**config.mk**
```make
export PLATFORM = sky130hd
export DESIGN_NAME = serial_rx_wake
export DESIGN_NICKNAME = d
export VERILOG_FILES = /design/src/rtl/serial_rx_pkg.sv /design/src/rtl/srx_framer.sv /design/src/rtl/srx_idle.sv /design/src/rtl/srx_regs.sv /design/src/rtl/serial_rx_wake.sv
export SDC_FILE = /design/constraint.sdc
export NUM_CORES = 1
export LEC_CHECK = 0
export ABC_AREA = 1
export BUFFER_PORTS_ARGS = -buffer_cell sky130_fd_sc_hd__buf_2
export CORE_MARGIN = 5
export CORE_UTILIZATION = 62
export CTS_CLUSTER_DIAMETER = 30
export DETAILED_ROUTE_END_ITERATION = 8
export PLACE_DENSITY = 0.82
export SYNTH_ARGS = -nofsm -noshare
export SYNTH_HDL_FRONTEND = slang
export SYNTH_SLANG_ARGS = --single-unit
```
**constraint.sdc**
```tcl
create_clock -name clk -period 2.8 [get_ports clk]
set_clock_uncertainty 0.15 [all_clocks]
set_input_delay 0.28 -clock clk [delete_from_list [all_inputs] [get_ports clk]]
set_output_delay 0.28 -clock clk [all_outputs]
set_load 0.1 [all_outputs]
```
**src/rtl/serial_rx_pkg.sv**
```systemverilog
`timescale 1ns/1ps
package serial_rx_pkg;
  typedef enum logic [1:0] {
    RX_HUNT  = 2'd0,
    RX_START = 2'd1,
    RX_DATA  = 2'd2,
    RX_STOP  = 2'd3
  } rx_state_e;
endpackage

```
**src/rtl/srx_framer.sv**
```systemverilog
`timescale 1ns/1ps
module srx_framer
  import serial_rx_pkg::*;
#(
  parameter int DATA_W = 8,
  parameter int OSR    = 16
) (
  input  logic              clk,
  input  logic              rst_n,
  input  logic              tick,
  input  logic              line,
  input  logic              enable,
  output logic              word_done,
  output logic [DATA_W-1:0] word
);
  localparam int CNT_W = $clog2(OSR);
  localparam int BIT_W = (DATA_W > 1) ? $clog2(DATA_W) : 1;
  localparam logic [CNT_W-1:0] HALF_M1 = CNT_W'(OSR/2 - 1);
  localparam logic [CNT_W-1:0] FULL_M1 = CNT_W'(OSR - 1);
  localparam logic [BIT_W-1:0] LAST_B  = BIT_W'(DATA_W - 1);

  rx_state_e         state_q, state_n;
  logic [CNT_W-1:0]  tcnt_q, tcnt_n;
  logic [BIT_W-1:0]  bcnt_q, bcnt_n;
  logic [DATA_W-1:0] shr_q, shr_n;
  logic              done_q, done_n;

  always_comb begin
    state_n = state_q;
    tcnt_n  = tcnt_q;
    bcnt_n  = bcnt_q;
    shr_n   = shr_q;
    done_n  = 1'b0;
    if (!enable) begin
      state_n = RX_HUNT;
      tcnt_n  = '0;
      bcnt_n  = '0;
    end else if (tick) begin
      unique case (state_q)
        RX_HUNT: begin
          if (!line) begin
            state_n = RX_START;
            tcnt_n  = '0;
          end
        end
        RX_START: begin
          if (tcnt_q == HALF_M1) begin
            tcnt_n  = '0;
            bcnt_n  = '0;
            state_n = line ? RX_HUNT : RX_DATA;
          end else begin
            tcnt_n = tcnt_q + 1'b1;
          end
        end
        RX_DATA: begin
          if (tcnt_q == FULL_M1) begin
            tcnt_n = '0;
            if (DATA_W > 1) shr_n = {line, shr_q[DATA_W-1:1]};
            else            shr_n = line;
            if (bcnt_q == LAST_B) state_n = RX_STOP;
            else                  bcnt_n  = bcnt_q + 1'b1;
          end else begin
            tcnt_n = tcnt_q + 1'b1;
          end
        end
        RX_STOP: begin
          if (tcnt_q == FULL_M1) begin
            tcnt_n  = '0;
            state_n = RX_HUNT;
            done_n  = line;
          end else begin
            tcnt_n = tcnt_q + 1'b1;
          end
        end
        default: state_n = RX_HUNT;
      endcase
    end
  end

  always_ff @(posedge clk or negedge rst_n) begin
    if (!rst_n) begin
      state_q <= RX_HUNT;
      tcnt_q  <= '0;
      bcnt_q  <= '0;
      shr_q   <= '0;
      done_q  <= 1'b0;
    end else begin
      state_q <= state_n;
      tcnt_q  <= tcnt_n;
      bcnt_q  <= bcnt_n;
      shr_q   <= shr_n;
      done_q  <= done_n;
    end
  end

  assign word_done = done_q;
  assign word      = shr_q;
endmodule

```
**src/rtl/srx_idle.sv**
```systemverilog
`timescale 1ns/1ps
module srx_idle #(
  parameter int OSR       = 16,
  parameter int IDLE_BITS = 10
) (
  input  logic clk,
  input  logic rst_n,
  input  logic tick,
  input  logic line,
  input  logic enable,
  input  logic word_done,
  output logic idle_pulse
);
  localparam int IDLE_TICKS = OSR * IDLE_BITS;
  localparam int IW         = $clog2(IDLE_TICKS + 1);
  localparam logic [IW-1:0] LAST = IW'(IDLE_TICKS - 1);

  logic          armed_q, armed_n;
  logic [IW-1:0] cnt_q, cnt_n;
  logic          pls_q, pls_n;

  always_comb begin
    armed_n = armed_q;
    cnt_n   = cnt_q;
    pls_n   = 1'b0;
    if (!enable) begin
      armed_n = 1'b0;
      cnt_n   = '0;
    end else if (word_done) begin
      armed_n = 1'b1;
      cnt_n   = '0;
    end else if (tick && armed_q) begin
      if (!line) begin
        cnt_n = '0;
      end else if (cnt_q == LAST) begin
        pls_n   = 1'b1;
        armed_n = 1'b0;
        cnt_n   = '0;
      end else begin
        cnt_n = cnt_q + 1'b1;
      end
    end
  end

  always_ff @(posedge clk or negedge rst_n) begin
    if (!rst_n) begin
      armed_q <= 1'b0;
      cnt_q   <= '0;
      pls_q   <= 1'b0;
    end else begin
      armed_q <= armed_n;
      cnt_q   <= cnt_n;
      pls_q   <= pls_n;
    end
  end

  assign idle_pulse = pls_q;
endmodule

```
**src/rtl/srx_regs.sv**
```systemverilog
`timescale 1ns/1ps
module srx_regs #(
  parameter int DATA_W = 8
) (
  input  logic              clk,
  input  logic              rst_n,
  input  logic              word_done,
  input  logic [DATA_W-1:0] word,
  input  logic              idle_pulse,
  input  logic              data_rd,
  input  logic              mute_wr,
  input  logic              mute_wdata,
  input  logic              rie,
  input  logic              ilie,
  output logic [DATA_W-1:0] data,
  output logic              full,
  output logic              ovr,
  output logic              idle,
  output logic              muted,
  output logic              irq
);
  logic              full_n, ovr_n, idle_n, muted_n, load_en;
  logic [DATA_W-1:0] data_q;
  logic              full_q, ovr_q, idle_q, muted_q;

  always_comb begin
    full_n  = full_q;
    ovr_n   = ovr_q;
    idle_n  = idle_q;
    muted_n = muted_q;
    load_en = 1'b0;
    if (data_rd) begin
      full_n = 1'b0;
      ovr_n  = 1'b0;
      idle_n = 1'b0;
    end
    if (word_done && !muted_q) begin
      if (full_q && !data_rd) begin
        ovr_n = 1'b1;
      end else begin
        load_en = 1'b1;
        full_n  = 1'b1;
      end
    end
    if (idle_pulse) begin
      if (muted_q) muted_n = 1'b0;
      else         idle_n  = 1'b1;
    end
    if (mute_wr) muted_n = mute_wdata;
  end

  always_ff @(posedge clk or negedge rst_n) begin
    if (!rst_n) begin
      full_q  <= 1'b0;
      ovr_q   <= 1'b0;
      idle_q  <= 1'b0;
      muted_q <= 1'b0;
    end else begin
      full_q  <= full_n;
      ovr_q   <= ovr_n;
      idle_q  <= idle_n;
      muted_q <= muted_n;
    end
  end

  always_ff @(posedge clk or negedge rst_n) begin
    if (!rst_n)       data_q <= '0;
    else if (load_en) data_q <= word;
  end

  assign data  = data_q;
  assign full  = full_q;
  assign ovr   = ovr_q;
  assign idle  = idle_q;
  assign muted = muted_q;
  assign irq   = (rie & (full_q | ovr_q)) | (ilie & idle_q);
endmodule

```
**src/rtl/serial_rx_wake.sv**
```systemverilog
`timescale 1ns/1ps
module serial_rx_wake #(
  parameter int DATA_W    = 8,
  parameter int OSR       = 16,
  parameter int IDLE_BITS = 10
) (
  input  logic              clk,
  input  logic              rst_n,
  input  logic              rx_line,
  input  logic              os_tick,
  input  logic              rx_en,
  input  logic              rx_irq_en,
  input  logic              idle_irq_en,
  input  logic              mute_wr,
  input  logic              mute_wdata,
  input  logic              data_rd,
  output logic [DATA_W-1:0] rx_data,
  output logic              rx_full,
  output logic              rx_overrun,
  output logic              line_idle,
  output logic              rx_muted,
  output logic              irq
);
  logic              word_done;
  logic [DATA_W-1:0] word;
  logic              idle_pulse;

  srx_framer #(.DATA_W(DATA_W), .OSR(OSR)) u_framer (
    .clk(clk), .rst_n(rst_n), .tick(os_tick), .line(rx_line),
    .enable(rx_en), .word_done(word_done), .word(word)
  );

  srx_idle #(.OSR(OSR), .IDLE_BITS(IDLE_BITS)) u_idle (
    .clk(clk), .rst_n(rst_n), .tick(os_tick), .line(rx_line),
    .enable(rx_en), .word_done(word_done), .idle_pulse(idle_pulse)
  );

  srx_regs #(.DATA_W(DATA_W)) u_regs (
    .clk(clk), .rst_n(rst_n), .word_done(word_done), .word(word),
    .idle_pulse(idle_pulse), .data_rd(data_rd), .mute_wr(mute_wr),
    .mute_wdata(mute_wdata), .rie(rx_irq_en), .ilie(idle_irq_en),
    .data(rx_data), .full(rx_full), .ovr(rx_overrun), .idle(line_idle),
    .muted(rx_muted), .irq(irq)
  );
endmodule

```
==> metrics.txt <==
run status completed; final setup violation count 0; average footprint of a synthesized cell approximately 8.1 µm²; endpoint kind of the worst setup timing path output port; Post-Synthesis Cells 258; CTS hold repair buffers 3; Clock Latency Late Sink between 0.3 and 0.4 ns; slowest CP cell buf_2; slew of the pin with the lowest slew margin about 0.86 ns; total setup buffers inserted after CTS 0; Antenna Diode Count 0; part of the total power dissipated in the clock network between 30% and 40%; count of nets left with antenna violations after detail routing 0; post-synthesis share of cell area spent on full adders, half adders and majority gates 2.39%; dpl cells 322; master cell of the clock root buffer clkbuf_4; final critical path time including I/O delays and setup between 1.5 and 2 ns; Post-Route Hold Slack 0.0531 ns; setup repair after global routing missed its margin false; flip-flop cell with the highest count after synthesis dfrtp_1; slew margin rel. a little over two fifths; max-slew violation count 0; count of vias placed by the detailed router around 1600; library cell with the largest summed area after synthesis dfrtp_1; overall track demand over capacity in global routing a little under a fifth; biggest area contributors in the synthesized netlist dfrtp_1 48%, nand2_1 13%, inv_1 5.9%; post-synthesis cell area around 2100 µm²; global-route wire length before repair approximately 6600 µm; Max VDD drop 0.000373 V; Starting Density 63.3%; final hold violation count 0; aggregate routed wire length 3670 µm; crit path max fanout 3; Final Non-Filler Cells 333; total power divided by cell area 549 nW/µm²; layout cells sized above 1 21.3%; share of synthesized area spent on multiplexers 0.537%; endpoint arrival time on the critical path 1.27 ns; number of enable flip-flop cells after synthesis 0; Die Wd 68.1 µm; switching part of the total 31.8%; Initial DRT Pass Iterations 4; core box area 3310 µm²; placed wire-length estimate around 2700 µm; number of distinct standard cells referenced by the synthesized netlist 28; residual DRC count 0; Clock Tree Buf Depth 2; post-DR wirelength/cell between 10 and 15 µm; critical path startpoint category register; static leakage 0.00122 µW; # nets final 300; top-area cell type share of the netlist area between 40 and 50%; max frequency 588 MHz; Crit Path Class reg -> out; row cnt 21; Synthesized Nets 272; Die Span Y 68.1 µm; share of synthesized cell area in and, or, nand and nor gates 29.3%; NetSw around 410 µW; worst-path cell chain o21ai_0, nand2_1, buf_2; vias in the first global route 1558; level count of the clock H-tree 2; clk slew on worst S/H paths 0.12 ns; Area Overhead vs Synth 11.8%; clock tree sinks 40; final weighted congestion of routability-driven global placement 0.899; Total Die Area around 4600 µm²; Hold WC Path Type in -> reg; internal cell power 878 µW; Post-CTS Resized 0; total negative slack for setup checks 0 ns; Via density 4.95; count of synthesis-stage warnings from yosys 0; global route total overflow 0; clock tree from TritonCTS yes; DRT iter0 DRCs 111; number of port buffers 22; required time worst endpoint around 2.4 ns; final worst-path cycle share slightly above 60%; sequential power share 49.9%; leading cell types by count after synthesis 70 x nand2_1, 40 x dfrtp_1, 33 x inv_1; Synth Register Bits 40; total of fill cells in the finished design 284; highest cell delay on the worst timing path 0.41 ns; I/O Pins 23; number of violations of the max-capacitance limit 0; most common cell in the netlist nand2_1; maximum number of pins on one net before global-route repair between 40 and 50; total CTS buffers 5; main combinational cell family by area after synthesis simple AND/OR/NAND/NOR gates; sequential-to-total area share from yosys stat 47.8%; share of async-settable or async-resettable flops after synthesis 100%; logic gate share of total power 19.9%; share of the synthesized area in compound gates (AO/OA/AOI/OAI) a little over a tenth; initial antenna violation count 0; share of the synthesized netlist area taken by xor and xnor gates less than 1%
metrics by stage:
stage                     power, µW  utilization (%)  worst slack (ns)  cell area [µm²]
after floorplan                 853                -             0.575             2100
after global routing           1370             70.7              1.01             2340
after global placement          897             67.3              1.26             2230
final                          1290             70.7              1.10             2340
after CTS                      1300             70.7              1.07             2340
after detailed placement        900             67.3              1.21             2230
area by class of cell:
type | count | area (µm²) | share of cell area, %
Sequential cell | 40 | 1000 | 42.7
Multi-Input combinational cell | 174 | 907 | 38.7
Inverter | 40 | 153 | 6.52
Timing Repair Buffer | 25 | 140 | 5.98
Tap cell | 46 | 57.6 | 2.46
Clock inverter | 3 | 46.3 | 1.98
Clock buffer | 5 | 37.5 | 1.60
worst paths after layout:
check                                      start                  to  cells past startpoint  slack [ns]
worst max register to register   u_idle.cnt_q[0]     u_idle.cnt_q[5]                      8        1.18
worst min-delay path                     data_rd          u_regs.ovr                      4        0.05
worst min register to register  u_framer.word[5]    u_framer.word[5]                      2        0.34
worst max-delay path                  u_regs.ovr                 irq                      3        1.10
min in group asynchronous                  rst_n  u_framer.bcnt_q[2]                      2        0.41
max in group asynchronous                  rst_n  u_framer.tcnt_q[1]                      2        1.54
registers in the layout, indices dropped and copies added, names as in the netlist:
| name | flops |
|---|---|
| u_regs.ovr | 1 |
| u_framer.tcnt_q | 4 |
| u_idle.armed_q | 1 |
| u_framer.word | 8 |
| u_framer.bcnt_q | 3 |
| u_regs.full | 1 |
| u_regs.idle | 1 |
| u_idle.idle_pulse | 1 |
| u_framer.state_q | 2 |
| u_framer.word_done | 1 |
| u_regs.muted | 1 |
| u_idle.cnt_q | 8 |
| u_regs.data | 8 |
layer usage:
layer	routed length (µm)	track usage, %
met1	1770	24.2
met5	0	0
met3	208	4.60
met4	70	9.93
met2	1630	29.5
cells by family (layout without fill, tap and decap cells):
kind of cell    count (synthesis)  in the layout
compound gates                 37             37
fa+ha+maj                       4              4
mux                             1              1
buf+inv                        44             73
simple gates                  131            131
flops                          40             40
xor+xnor                        1              1
worst max-delay path, delay by kind of cell, from the launching register on:
family	cells	cell delay [ns]
AND/OR/NAND/NOR	1	0.05
flip-flops	1	0.37
AO/OA/AOI/OAI	1	0.09
buffers and inverters	1	0.41
placed cells by master (no fill, tap or decap):
master,n
o21ai_0,19
buf_2,22
nand2_4,1
xor2_1,1
dfrtp_1,40
inv_2,6
clkbuf_4,5
a21oi_1,5
nand2_1,70
o21ai_1,2
nor2_4,4
inv_6,1
inv_4,1
bufinv_16,1
nand4_1,2
dlygate4sd3_1,3
mux2_2,1
nor3_1,2
nor2_1,21
nand3_1,21
nand3_4,2
nand2_2,4
a21o_1,1
o22ai_1,1
nor4_1,1
nor2_2,2
ha_1,4
nand3_2,1
o21ai_2,9
inv_1,33
clkinvlp_4,1
power by group through the flow:
stage          clock, µW  combinational (µW)  sequential, µW
2_1_floorplan          0                 210             643
3_3_place_gp           0                 246             651
3_5_place_dp           0                 249             651
4_1_cts              404                 256             640
5_1_grt              432                 291             646
6_report             389                 257             642
(Power assumes the default switching activity.)
